File: src/rtl/vga_tg_pkg.sv
package vga_tg_pkg;
  parameter int CNT_W   = 11;
  parameter int MODE_W  = 2;
  parameter int COLOR_W = 4;
  parameter int DIV_W   = 2;
  localparam int RGB_W  = 3 * COLOR_W;

  // Cumulative end points per axis, plus the sync polarity (1 = pins low when on).
  typedef struct packed {
    logic [CNT_W-1:0] h_act;
    logic [CNT_W-1:0] h_fp;
    logic [CNT_W-1:0] h_sync;
    logic [CNT_W-1:0] h_bp;
    logic [CNT_W-1:0] v_act;
    logic [CNT_W-1:0] v_fp;
    logic [CNT_W-1:0] v_sync;
    logic [CNT_W-1:0] v_bp;
    logic             sync_neg;
  } timing_t;

  localparam timing_t TIMING_640 = '{h_act: 11'd639, h_fp: 11'd655, h_sync: 11'd751, h_bp: 11'd799,
                                     v_act: 11'd479, v_fp: 11'd489, v_sync: 11'd491, v_bp: 11'd524,
                                     sync_neg: 1'b1};
  localparam timing_t TIMING_800 = '{h_act: 11'd799, h_fp: 11'd839, h_sync: 11'd967, h_bp: 11'd1055,
                                     v_act: 11'd599, v_fp: 11'd600, v_sync: 11'd604, v_bp: 11'd627,
                                     sync_neg: 1'b0};
  localparam timing_t TIMING_1280 = '{h_act: 11'd1279, h_fp: 11'd1327, h_sync: 11'd1439, h_bp: 11'd1687,
                                      v_act: 11'd1023, v_fp: 11'd1026, v_sync: 11'd1031, v_bp: 11'd1073,
                                      sync_neg: 1'b0};

  // Pulse window: strictly past the porch end, up to and including the sync end.
  function automatic logic in_pulse(input logic [CNT_W-1:0] c,
                                    input logic [CNT_W-1:0] porch_end,
                                    input logic [CNT_W-1:0] pulse_end);
    return (c > porch_end) && (c <= pulse_end);
  endfunction

  function automatic logic in_visible(input logic [CNT_W-1:0] c,
                                      input logic [CNT_W-1:0] vis_end);
    return c <= vis_end;
  endfunction

  // Channel 0 is red (top nibble), 1 green, 2 blue.
  function automatic logic [COLOR_W-1:0] channel_of(input logic [RGB_W-1:0] sw, input int idx);
    return sw[(2 - idx) * COLOR_W +: COLOR_W];
  endfunction
endpackage

File: src/rtl/vga_tg_pixdiv.sv
module vga_tg_pixdiv #(
  parameter int DIV_W = 2
) (
  input  logic clk,
  input  logic rst,
  output logic tick
);
  logic [DIV_W-1:0] phase;

  always_ff @(posedge clk) begin
    if (rst) phase <= '0;
    else     phase <= phase + 1'b1;
  end

  assign tick = &phase;

  // an enable is never followed directly by another one
  assert_tick_spacing_R1: assert property (@(posedge clk) disable iff (rst) tick |=> !tick);
endmodule

File: src/rtl/vga_tg_axis.sv
module vga_tg_axis #(
  parameter int W = 11
) (
  input  logic         clk,
  input  logic         rst,
  input  logic         step,
  input  logic [W-1:0] last,
  output logic [W-1:0] cnt,
  output logic         wrap
);
  logic at_end;

  assign at_end = (cnt >= last);
  assign wrap   = step && at_end;

  always_ff @(posedge clk) begin
    if (rst)       cnt <= '0;
    else if (step) cnt <= at_end ? '0 : cnt + 1'b1;
  end

  // the count holds between steps
  assert_hold_without_step_R2: assert property (@(posedge clk) disable iff (rst) !step |=> $stable(cnt));
  // reaching the last value and stepping returns to zero
  assert_wrap_to_zero_R3: assert property (@(posedge clk) disable iff (rst) (step && cnt == last) |=> cnt == '0);
endmodule

File: src/rtl/vga_mode_timing_gen.sv
module vga_mode_timing_gen
  import vga_tg_pkg::*;
#(
  parameter timing_t MODE0_T = TIMING_640,
  parameter timing_t MODE1_T = TIMING_800,
  parameter timing_t MODE2_T = TIMING_1280
) (
  input  logic               clk,
  input  logic               rst,
  input  logic [MODE_W-1:0]  mode_sel,
  input  logic [RGB_W-1:0]   sw_color,
  output logic               hsync,
  output logic               vsync,
  output logic               active_video,
  output logic [COLOR_W-1:0] red,
  output logic [COLOR_W-1:0] green,
  output logic [COLOR_W-1:0] blue,
  output logic [CNT_W-1:0]   pix_x,
  output logic [CNT_W-1:0]   pix_y
);
  logic              pix_tick, h_wrap, v_wrap, frame_end;
  logic              hs_on, vs_on;
  logic [MODE_W-1:0] mode_q;
  timing_t           cur;
  logic [COLOR_W-1:0] chan [3];

  function automatic timing_t lookup(input logic [MODE_W-1:0] m);
    case (m)
      2'd1:    return MODE1_T;
      2'd2:    return MODE2_T;
      default: return MODE0_T;
    endcase
  endfunction

  always_comb cur = lookup(mode_q);

  vga_tg_pixdiv #(.DIV_W(DIV_W)) u_div (.clk(clk), .rst(rst), .tick(pix_tick));

  vga_tg_axis #(.W(CNT_W)) u_hcnt (
    .clk(clk), .rst(rst), .step(pix_tick), .last(cur.h_bp), .cnt(pix_x), .wrap(h_wrap));

  vga_tg_axis #(.W(CNT_W)) u_vcnt (
    .clk(clk), .rst(rst), .step(h_wrap), .last(cur.v_bp), .cnt(pix_y), .wrap(v_wrap));

  assign frame_end = v_wrap;

  // Mode is only taken up on reset or when the frame wraps.
  always_ff @(posedge clk) begin
    if (rst)            mode_q <= mode_sel;
    else if (frame_end) mode_q <= mode_sel;
  end

  assign hs_on        = in_pulse(pix_x, cur.h_fp, cur.h_sync);
  assign vs_on        = in_pulse(pix_y, cur.v_fp, cur.v_sync);
  assign hsync        = hs_on ^ cur.sync_neg;
  assign vsync        = vs_on ^ cur.sync_neg;
  assign active_video = in_visible(pix_x, cur.h_act) && in_visible(pix_y, cur.v_act);

  for (genvar c = 0; c < 3; c++) begin : g_chan
    assign chan[c] = active_video ? channel_of(sw_color, c) : '0;
  end

  assign red   = chan[0];
  assign green = chan[1];
  assign blue  = chan[2];

  // the line count moves only when the pixel count wraps
  assert_line_step_R3: assert property (@(posedge clk) disable iff (rst) !h_wrap |=> $stable(pix_y));
  // the mode is held for the whole frame
  assert_mode_frame_R8: assert property (@(posedge clk) disable iff (rst) !frame_end |=> $stable(mode_q));
  // a horizontal pulse never overlaps the visible area
  assert_sync_blank_R5: assert property (@(posedge clk) disable iff (rst) hs_on |-> !active_video);
  // the visible area starts at column zero
  assert_vis_start_R6: assert property (@(posedge clk) disable iff (rst) $rose(active_video) |-> pix_x == '0);
endmodule

File: config.mk
export PLATFORM = sky130hd
export DESIGN_NAME = vga_mode_timing_gen
export DESIGN_NICKNAME = d
export VERILOG_FILES = /design/src/rtl/vga_tg_pkg.sv /design/src/rtl/vga_tg_pixdiv.sv /design/src/rtl/vga_tg_axis.sv /design/src/rtl/vga_mode_timing_gen.sv
export SDC_FILE = /design/constraint.sdc
export NUM_CORES = 1
export LEC_CHECK = 0
export ABC_CLOCK_PERIOD_IN_PS = 6900
export BUFFER_PORTS_ARGS = -buffer_cell sky130_fd_sc_hd__buf_2
export CORE_UTILIZATION = 45
export CTS_CLUSTER_SIZE = 8
export DETAILED_ROUTE_END_ITERATION = 16
export GPL_ROUTABILITY_DRIVEN = 0
export PLACE_DENSITY = 0.79
export RECOVER_POWER = 50
export SETUP_SLACK_MARGIN = 0.3
export SYNTH_ARGS = -nofsm -noshare
export SYNTH_HDL_FRONTEND = slang
export SYNTH_SLANG_ARGS = --single-unit
export TNS_END_PERCENT = 10
File: constraint.sdc
create_clock -name clk -period 6.9 [get_ports clk]
set_input_delay 1.38 -clock clk [delete_from_list [all_inputs] [get_ports clk]]
set_output_delay 1.38 -clock clk [all_outputs]
set_load 0.03 [all_outputs]
## Yosys cells after proc, flatten, opt, wreduce, memory -nomap -nowiden

Index checks and enable logic that the tools add are counted.

| word-level totals | value |
|---|---|
| bits in registers | 26 |
| input port bits | 16 |
| output and inout bits | 37 |
| logic and storage cells | 34 |

| cells by class | value |
|---|---|
| add/sub/neg operators | 3 |
| order comparisons | 8 |
| equal/unequal tests | 2 |
| multiplexer cells | 8 |
| bitwise operators | 2 |
| reduce and logical (&&, ||, !) cells | 7 |

Operators by type and width:

| cell | number |
|---|---|
| case mux 89 bit (2 select lines) | 1 |
| <= comparator 11 bit | 4 |
| adder 11 x 1 -> 11 bit, second input constant | 2 |
| >= comparator 11 bit | 2 |
| > comparator 11 bit | 2 |
| two-way mux 11 bit | 2 |
| two-way mux 4 bit | 3 |
| logical AND 1 bit | 5 |
| two-way mux 2 bit | 2 |
| adder 2 x 1 -> 2 bit, second input constant | 1 |
| == test 2 x 1 -> 1 bit, second input constant | 1 |
| == test 2 bit, second input constant | 1 |
| AND reduction 2 bit | 1 |
| nonzero test 2 bit | 1 |
| XOR 1 bit | 2 |

## Logic depth before layout (Yosys ltp)

Gate-level depths: netlist of the first run.

| logic depth | value |
|---|---|
| word-level depth | 7 |
| mapped depth | 12 |
| depth with buffers taken out | 10 |

## Modules after synthesis

Synthesis of the first run repeated with hierarchy kept, for this count alone.

| unflattened totals | value |
|---|---|
| cell total of the unflattened synthesis | 333 |
| area total of the unflattened synthesis | 2787.7 um^2 |

By module, submodules not included:

| module | times used | cells each | area each (um^2) | sequential area each (um^2) |
|---|---|---|---|---|
| vga_tg_axis | 2 | 96 | 808.3 | 220.2 |
| vga_mode_timing_gen | 1 | 136 | 1108.6 | 60.1 |
| vga_tg_pixdiv | 1 | 5 | 62.6 | 40.0 |

## Least setup slack after synthesis of the first run

Ideal clock, no wire load.

| timing | value |
|---|---|
| kind | reg-to-output |
| start | reg mode_q[1] |
| end | out active_video |
| arrival | 2750 ps |
| required time | 5520 ps |
| path slack | 2770 ps |
| stages on the path, launching flop included | 12 |
| path buffers | 2 |
| cell sequence | edfxtp_1 inv_1 ha_1 buf_2 inv_2 ha_1 nor3_1 and4_1 mux2i_1 o21ai_1 clkbuf_1 nor3b_1 |

| between the ends | value |
|---|---|
| cells in the longest elaborated chain, start to end | 4 |
| elaborated cells between the ends (all ways) | 6 |
| classes of those cells | order compare (2); eq/ne (2); mux (1); reduce/logical (1) |

Ends and longest elaborated chain:

| item | RTL line | RTL |
|---|---|---|
| start: declaration | vga_mode_timing_gen.sv:23 | `logic [MODE_W-1:0] mode_q;` |
| start signal: assignment | vga_mode_timing_gen.sv:49 | `if (rst) mode_q <= mode_sel;` |
| start signal: assignment | vga_mode_timing_gen.sv:50 | `else if (frame_end) mode_q <= mode_sel;` |
| == test 2 bit / == test 2 x 1 -> 1 bit (equally long branches) | vga_mode_timing_gen.sv:28 | `case (m)` |
| case mux 89 bit (2 select lines) * | vga_mode_timing_gen.sv:28 |  |
| <= comparator 11 bit | vga_tg_pkg.sv:40 | `return c <= vis_end;` |
| logical AND 1 bit * | vga_mode_timing_gen.sv:57 | `assign active_video = in_visible(pix_x, cur.h_act) && in_visible(pix_y, cur.v_act);` |
| end: declaration | vga_mode_timing_gen.sv:14 | `output logic active_video,` |

Every way passes the cells marked *; elsewhere a longest branch is shown, timed or not.

## Worst setup path after layout of the first run

| timing | value |
|---|---|
| start | reg mode_q[0] |
| end | out vsync |

| between the ends | value |
|---|---|
| cells in the longest elaborated chain, start to end | 5 |
| elaborated cells between the ends (all ways) | 7 |
| classes of those cells | order compare (2); eq/ne (2); mux (1); bitwise (1); reduce/logical (1) |

Ends and longest elaborated chain:

| item | RTL line | RTL |
|---|---|---|
| == test 2 bit / == test 2 x 1 -> 1 bit (equally long branches) | vga_mode_timing_gen.sv:28 |  |
| case mux 89 bit (2 select lines) * | vga_mode_timing_gen.sv:28 |  |
| > comparator 11 bit / <= comparator 11 bit (equally long branches) | vga_tg_pkg.sv:35 | `return (c > porch_end) && (c <= pulse_end);` |
| logical AND 1 bit | vga_tg_pkg.sv:35 |  |
| XOR 1 bit * | vga_mode_timing_gen.sv:56 | `assign vsync = vs_on ^ cur.sync_neg;` |
| end: declaration | vga_mode_timing_gen.sv:13 | `output logic vsync,` |

Marked as above.

==> reports/metrics.cfg, run 1 <==
[setup_path]
startpoint_type = register
critPathCaptureType = output port
r2r_end = u_vcnt.cnt[4]
crit_type = register to output port
reg2reg_slack_ns = 2.84
arrival_ns = 3.33
r2r_start = mode_q[0]
path_max_fanout = 9
critPathRequiredTime_ns = 5.52
reg2reg_depth = 10

[status]
violations = max-capacitance violations, max-slew violations
status = complete, but fails checks

[clock_tree]
cts_sinks = 26
cts.path.max_buffers = 2
cts_resized = 0
cts_inserted_buffers = 3
h-tree-depth = 1
postCtsSetupRepairBufs = 0
cts_root_buf = clkbuf_8
cts_tree = done
clk_pin_slew_worst_paths_ns = 0.09
hold_buffers = 0
worst_skew_pair.late_latency_ns = 0.27

[cells_and_area]
nets = 398
final_common_cell = nand2_1
fin_util = 0.5241
drive_gt1_frac = 0.1143
final_area_um2 = 2745
layout-area-overhead-vs-synth_pct = 10.09
n_antenna_cell = 0
final_cell_mix = nand2_1, ha_1, buf_2

[timing]
layout_worst_path_cycle_share = 0.6830
fin_worst_skew_ns = 0.007462
slew_viol_final = 15
rsz0062_at_grt = no
clock.fmax_mhz = 212.2
tightestPinTransition_ns = 1.707
fin_crit_ns = 4.713
tns_ns = 0
hold_violations = 0
fin_ws_ns = 2.187
finalSetupViolations = 0
slew_headroom = -0.1500

[yosys]
seq_area_frac_synth = 0.2168
synthCells = 312
avgSynthCellArea_um2 = 7.992
synth_area_leaders = dfxtp_1, ha_1, nand2_1
yosysWarningCount = 0
ys_types = 53
synth_top_area_cell = dfxtp_1
synth_seq_cells = 26
syn-cell-area_um2 = 2494
synth_top_area_frac = 0.1927
syn-num-nets = 359

[floorplanning]
die_h_um = 76.44
num_io_pins = 53
start_util = 0.4761
coreArea_um2 = 5238
num_rows = 26
die_x_um = 76.44
die-area_um2 = 5843

[grt]
antenna_found_initial = 0
grt_overflow = 0
grt_max_degree = 15
grtUsageTotal = 0.2203
grt_pass1_wl_um = 10820
grt_pass1_vias = 2347

[detailed_routing]
post_drt_via_cell_ratio = 5.833
drc = 0
routed_wirelength_um = 6247
vias = 2450
drtAntennaViolNets = 0
avgRoutedWirePerCell_um = 14.87
drt_iter0_markers = 159
dr.pass1.iters = 4

[pwr]
p_clk_frac = 0.284
p_comb_frac = 0.221
p_sw_frac = 0.3084
p_switching_uw = 98.53
p_int_uw = 221.0
power_frac_seq = 0.495
p_leak_uw = 0.001168
powerDensity_nw_per_um2 = 116.4
ir_drop_uv = 79.13

[run]
drv_cap = 1

[placed_design]
hpwl_um = 4705
place_ws_ns = 2.528
placed_area_um2 = 2746
io_buffer_count = 52

[hold_path]
worstHoldStart = u_div.phase[0]
holdPathEnd = u_div.phase[0]
holdPathStages = 1
hp-class = register to register

## metrics by stage
stage	cells	hold WS (ns)	total power, uW
2_1_floorplan	312	0.3946	213.0
3_3_place_gp	416	0.4067	231.0
3_5_place_dp	416	0.4127	232.8
4_1_cts	420	0.4256	323.4
5_1_grt	420	0.4648	334.1
6_report	420	0.4195	319.5
## cell type report
| cell class | count | area [um2] |
|---|---|---|
| sequential | 26 | 540.5 |
| clock buffer | 4 | 45.04 |
| timing repair buffer | 53 | 239.0 |
| fill | 513 | 2492 |
| inverter | 10 | 37.54 |
| multi-input combinational | 257 | 1795 |
| tap | 70 | 87.58 |
## layer usage
| metal | vias up | global-route usage | part of all wire |
|---|---|---|---|
| met4 | 0 | 0.08462 | 0.017 |
| met3 | 11 | 0.02994 | 0.042 |
| met2 | 68 | 0.3811 | 0.49 |
| met1 | 1143 | 0.2748 | 0.45 |
| li1 | 1228 | - | - |
| met5 | - | 0 | 0 |
## flip-flops by register name (all words and copies together), names as in the netlist
register     cells
u_vcnt.cnt      11
mode_q           2
u_hcnt.cnt      11
u_div.phase      2
## synthesized netlist by cell type (all sizes together)
cell type   n
nor3        7
o211ai      4
or2         2
ha         31
o311a       1
a31oi       4
dfxtp      24
o21ai      12
nand4b      1
nor2b       3
inv        10
maj3        1
a2111oi     4
nor3b      14
a21oi      14
a41o        1
nor4b       1
edfxtp      2
o211a       2
nand3b      1
and3       12
nand3      14
or4b        1
a211oi      3
nand4       8
clkbuf      5
a22oi       9
o311ai      2
a21boi      1
nor2       22
nand2b      4
and4        2
and2        3
o22ai       1
o31ai       7
nand2      35
or3         1
xor2       11
a21o        2
a221o       1
buf        14
xnor2      10
mux2i       4
a31o        1
## power groups by stage
stage          Sequential (uW)  Clock (uW)  Combinational, uW
5_1_grt                    159        97.9               77.4
3_3_place_gp               162           0               69.5
6_report                   158        90.9               70.5
2_1_floorplan              163           0               49.9
4_1_cts                    158        93.4               71.8
3_5_place_dp               162           0               71.2
## worst max-delay path by stage
stage / start / to / slack [ns]
finish: mode_q[0] / vsync / 2.19
global route: mode_q[0] / blue[1] / 1.90
CTS: mode_q[0] / vsync / 2.22
detailed placement: mode_q[0] / vsync / 2.53
global placement: mode_q[0] / vsync / 2.55
floorplan: mode_q[1] / active_video / 2.77
## critical path, stage by stage, from the launching register on
cell	delay, ns
edfxtp_1	0.43
inv_1	0.11
ha_1	0.40
inv_1	0.28
ha_1	0.40
a221o_1	0.33
a31oi_1	0.17
o21ai_0	0.18
o31ai_1	0.26
a31oi_1	0.11
a41o_1	0.22
buf_2	0.17
## logic make-up after synthesis
kind of cell,share of synthesized area
AOI/OAI and AO/OA,0.1977
xor gates and xnor gates,0.07376
adders and majority gates,0.1596
buffers and inverters,0.05619
DFF,0.2168
muxes,0.01606
and+or+nand+nor,0.2800
Note: power is estimated with default switching activity, not from simulation.
==> run 2: changes to the inputs <==
ABC_CLOCK_PERIOD_IN_PS = 4750   (was 6900)
clock period = 4.75 ns   (was 6.9 ns; I/O delays follow)
==> reports/metrics.cfg, run 2 (synthesized netlist as in run 1, its figures left out) <==
[status]
status = complete, but fails checks
violations = max-capacitance violations, max-slew violations

[floorplanning]
start_util = 0.4761
coreArea_um2 = 5238
die_x_um = 76.44
die_h_um = 76.44
die-area_um2 = 5843
num_io_pins = 53
num_rows = 26

[hold_path]
hp-class = register to register

[pwr]
p_leak_uw = 0.001171
p_comb_frac = 0.223
p_clk_frac = 0.282
powerDensity_nw_per_um2 = 168.3
p_switching_uw = 142.0
ir_drop_uv = 124.1
power_frac_seq = 0.495
p_int_uw = 321.5
p_sw_frac = 0.3064

[detailed_routing]
dr.pass1.iters = 4
post_drt_via_cell_ratio = 5.895
drt_iter0_markers = 139
routed_wirelength_um = 6367
avgRoutedWirePerCell_um = 15.12
drc = 0
drtAntennaViolNets = 0
vias = 2482

[grt]
grt_max_degree = 15
grt_pass1_wl_um = 10740
grt_pass1_vias = 2319
grt_overflow = 0
grtUsageTotal = 0.2205
met3_usage = 0.02515
busiest_layer = met2
antenna_found_initial = 0
grtUsageMet1 = 0.2659
met2_usage = 0.3964

[cells_and_area]
final_cell_mix = nand2_1, ha_1, buf_2
fin_util = 0.5260
final_common_cell = nand2_1
fillCellCount = 515
n_antenna_cell = 0
drive_gt1_frac = 0.1197
largest_registers = u_hcnt.cnt x11, u_vcnt.cnt x11
layout-area-overhead-vs-synth_pct = 10.49
nets = 399

[setup_path]
path_cells = inv_1 > ha_1 > inv_1 > ha_1 > a21o_1 > a31oi_1 > o21ai_0 > o31ai_1 > a31oi_1 > a41o_1 > buf_2
startpoint_type = register
crit_type = register to output port
critPathRequiredTime_ns = 3.80
crit_family = compound AO/OA/AOI/OAI gates
path_buf_inv = 3
critPathMaxStageDelay_ns = 0.51
arrival_ns = 3.25
cp_slowest_cell = ha_1
path_max_fanout = 13
critPathCaptureType = output port

[clock_tree]
cts_tree = done
clk_pin_slew_worst_paths_ns = 0.09
cts_inserted_buffers = 3
cts_sinks = 26
worst_skew_pair.late_latency_ns = 0.28
hold_buffers = 0
cts.path.max_buffers = 2
h-tree-depth = 1
cts_root_buf = clkbuf_8

[timing]
finalSetupViolations = 0
layout_worst_path_cycle_share = 0.8847
slew_headroom = -0.1638
slew_viol_final = 15
fin_worst_skew_ns = 0.008025
hold_violations = 0
tightestPinTransition_ns = 1.727
fin_crit_ns = 4.202
rsz0062_at_grt = no
clock.fmax_mhz = 238.0
tns_ns = 0
fin_ws_ns = 0.5477

[placed_design]
hpwl_um = 4679
place_ws_ns = 0.7566
io_buffer_count = 52

[run]
drv_cap = 1

-- run 2: timing repair --
| action | 4_1_cts | 5_1_grt |
|---|---|---|
| buffers inserted | 0 | 0 |
| gates resized for setup | 0 | 1 |
| setup endpoints to repair | 0 | 15 |
-- run 2: path summary, 6_finish.rpt --
path                        from             end  slack (ns)  cells past startpoint
setup / recovery       mode_q[0]           vsync        0.55                     11
hold / removal    u_div.phase[0]  u_div.phase[0]        0.42                      1
setup reg to reg       mode_q[0]   u_vcnt.cnt[9]        0.66                     10
hold reg to reg   u_div.phase[0]  u_div.phase[0]        0.42                      1
-- run 2: power by group through the flow --
stage / clock [uW] / combinational, uW / sequential [uW]
after floorplan: 0 / 72.5 / 237
after global placement: 0 / 102 / 235
after detailed placement: 0 / 104 / 235
after CTS: 133 / 105 / 230
after global routing: 142 / 113 / 230
final: 131 / 103 / 230
-- run 2: area by class of cell --
cell class                 instances  area, um2  share of cell area
clock buffer                       4      45.04             0.01635
tap                               70      87.58             0.03179
timing repair buffer              54      246.5             0.08946
inverter                          10      37.54             0.01362
multi-input combinational        257       1798              0.6526
sequential                        26      540.5              0.1962
-- run 2: routing by layer --
layer	part of all wire	wire length, um	vias up
li1	-	-	1224
met1	0.45	2878	1180
met2	0.49	3144	64
met3	0.033	213	14
met4	0.021	131	0
met5	0	0	-
-- run 2: stage by stage --
| stage | total power (uW) | hold slack (ns) | instances | area (um2) |
|---|---|---|---|---|
| floorplan | 309.4 | 0.3946 | 312 | 2494 |
| global placement | 336.1 | 0.4065 | 417 | 2754 |
| detailed placement | 339.0 | 0.4135 | 417 | 2754 |
| CTS | 467.7 | 0.4260 | 421 | 2799 |
| global route | 486.0 | 0.4644 | 421 | 2755 |
| finish | 463.6 | 0.4198 | 421 | 2755 |
==> run 3: changes to the inputs <==
ABC_AREA = 1   (was unset)
PLACE_DENSITY = 0.78   (was 0.79)
==> reports/metrics.cfg, run 3 <==
[floorplanning]
die_x_um = 82.25
num_io_pins = 53
start_util = 0.4781
num_rows = 28
coreArea_um2 = 6061
die_h_um = 82.25
die-area_um2 = 6764

[clock_tree]
hold_buffers = 0
cts.path.max_buffers = 2
cts_tree = done
h-tree-depth = 1
cts_sinks = 26
postCtsSetupRepairBufs = 0
worst_skew_pair.late_latency_ns = 0.27
cts_root_buf = clkbuf_8
clk_pin_slew_worst_paths_ns = 0.08
cts_inserted_buffers = 3
cts_resized = 0

[yosys]
seq_area_frac_synth = 0.1865
syn-cell-area_um2 = 2898
synth_seq_cells = 26
syn-num-nets = 515
synth_top_cells_by_count = nand2_1, inv_1, nor2_1
async_flop_share = 0
synth_area_leaders = dfxtp_1, nand2_1, ha_1
yosysWarningCount = 0
synthCells = 468
synth_edf_count = 2
yosysMostFrequentCell = nand2_1
avgSynthCellArea_um2 = 6.192
ys_types = 35
synth_top_area_cell = dfxtp_1
synth_top_area_frac = 0.1658
synth_ff_type = dfxtp_1

[timing]
rsz0062_at_grt = no
hold_violations = 0
fin_ws_ns = 0.8560
fin_crit_ns = 3.894
fin_worst_skew_ns = 0.003328
tns_ns = 0
clock.fmax_mhz = 256.8
tightestPinTransition_ns = 0.6944
layout_worst_path_cycle_share = 0.8198
slew_viol_final = 0
slew_headroom = 0.5358
finalSetupViolations = 0

[placed_design]
place_ws_ns = 1.170
io_buffer_count = 52
dpl.cell_count = 584
hpwl_um = 5700

[setup_path]
path_max_fanout = 14
startpoint_type = register
critPathCaptureType = output port
crit_type = register to output port
path_cells = ha_1 > inv_1 > ha_1 > nand2_1 > nor2_1 > nand4_1 > a31oi_1 > nand3_1 > nand2_1 > nand2_1 > inv_1 > buf_2
arrival_ns = 2.94
reg2reg_slack_ns = 1.09
critPathRequiredTime_ns = 3.80
critPathMaxStageDelay_ns = 0.54
cp_slowest_cell = ha_1
cpMostUsedCell = nand2_1

[cells_and_area]
nets = 561
final_common_cell = nand2_1
fillCellCount = 657
n_antenna_cell = 0
multi_input_area_um2 = 1948
layout-area-overhead-vs-synth_pct = 8.463
fin_cells = 587
seq_area_um2 = 540.5
largest_registers = u_hcnt.cnt x11, u_vcnt.cnt x11
drive_gt1_frac = 0.1230
final_cell_mix = nand2_1, inv_1, nor2_1

[grt]
grtUsageTotal = 0.2230
grt_pass1_wl_um = 11810
met2_usage = 0.3752
grtUsageMet1 = 0.2937
grt_overflow = 0
antenna_found_initial = 0
met3_usage = 0.02418
grt_pass1_vias = 2749
grt_max_degree = 24
busiest_layer = met2

[status]
status = finished clean

[detailed_routing]
drtAntennaViolNets = 0
avgRoutedWirePerCell_um = 12.39
dr.pass1.iters = 4
drt_iter0_markers = 206
post_drt_via_cell_ratio = 5.184
drc = 0
routed_wirelength_um = 7275
vias = 3043

[run]
drv_cap = 0

[pwr]
p_leak_uw = 0.001658
ir_drop_uv = 125.9
powerDensity_nw_per_um2 = 147.9

[hold_path]
hp-class = register to register

[run 3: cell count changes after synthesis, moves of 9 or more]
cell     change
nand2_1     +88
inv_1       +58
nor2_1      +43
nand3_1     +20
and3_1      -12
nand4_1     +12
nor2_2      +12
nor3b_1     -11
a22oi_1      -9
[run 3: path summary, 6_finish.rpt]
path                    endpoint  depth (start not counted)      startpoint
setup / recovery           vsync                         12       mode_q[1]
hold / removal    u_div.phase[0]                          1  u_div.phase[0]
setup reg to reg       mode_q[1]                         12       mode_q[1]
hold reg to reg   u_div.phase[0]                          1  u_div.phase[0]
[run 3: where the power goes]
group | leakage [uW] | internal (uW) | total [uW] | switching, uW
Sequential | 0.000213 | 224 | 226 | 2.39
Clock | 0.0000216 | 56.8 | 121 | 64.4
Combinational | 0.00142 | 37.0 | 117 | 80.2
Total | 0.00166 | 318 | 465 | 147
[run 3: area by class of cell]
class / instances / area share
multi-input cells: 356 / 0.6198
well taps: 75 / 0.02986
inverters: 74 / 0.08917
clock buffers: 3 / 0.01314
repair buffers: 53 / 0.07604
flip-flops and latches: 26 / 0.1720
[run 3: critical path, delay by kind of cell, from the launching register on]
kind / cells / cell delay, ns
AND/OR/NAND/NOR: 6 / 0.52
flip-flops: 1 / 0.44
adder cells (fa/ha/maj): 2 / 0.92
AO/OA/AOI/OAI: 1 / 0.22
buffers and inverters: 3 / 0.56
[run 3: per-layer routing]
layer,wire length (um),part of all wire
met3,470,0.065
met2,3315,0.46
met4,103,0.014
met5,0,0
met1,3387,0.47
[run 3: kinds of logic (layout without fill, tap and decap cells)]
kind of cell               after synthesis  after routing  share of synthesized area
DFF                                     26             26                     0.1865
xor gates and xnor gates                14             14                    0.04232
adders and majority gates               31             31                     0.1339
AOI/OAI and AO/OA                       32             32                    0.06261
buffers and inverters                   86            130                     0.1317
and+or+nand+nor                        279            279                     0.4430
[run 3: stage by stage]
| stage | total power, uW | area (um2) | hold slack (ns) | utilization |
|---|---|---|---|---|
| global placement | 346.6 | 3158 | 0.4045 | 0.5211 |
| global route | 490.6 | 3143 | 0.4547 | 0.5186 |
| finish | 464.8 | 3143 | 0.4233 | 0.5186 |
| detailed placement | 349.3 | 3158 | 0.4111 | 0.5211 |
| floorplan | 322.2 | 2898 | 0.3946 | - |
| CTS | 469.0 | 3199 | 0.4242 | 0.5279 |
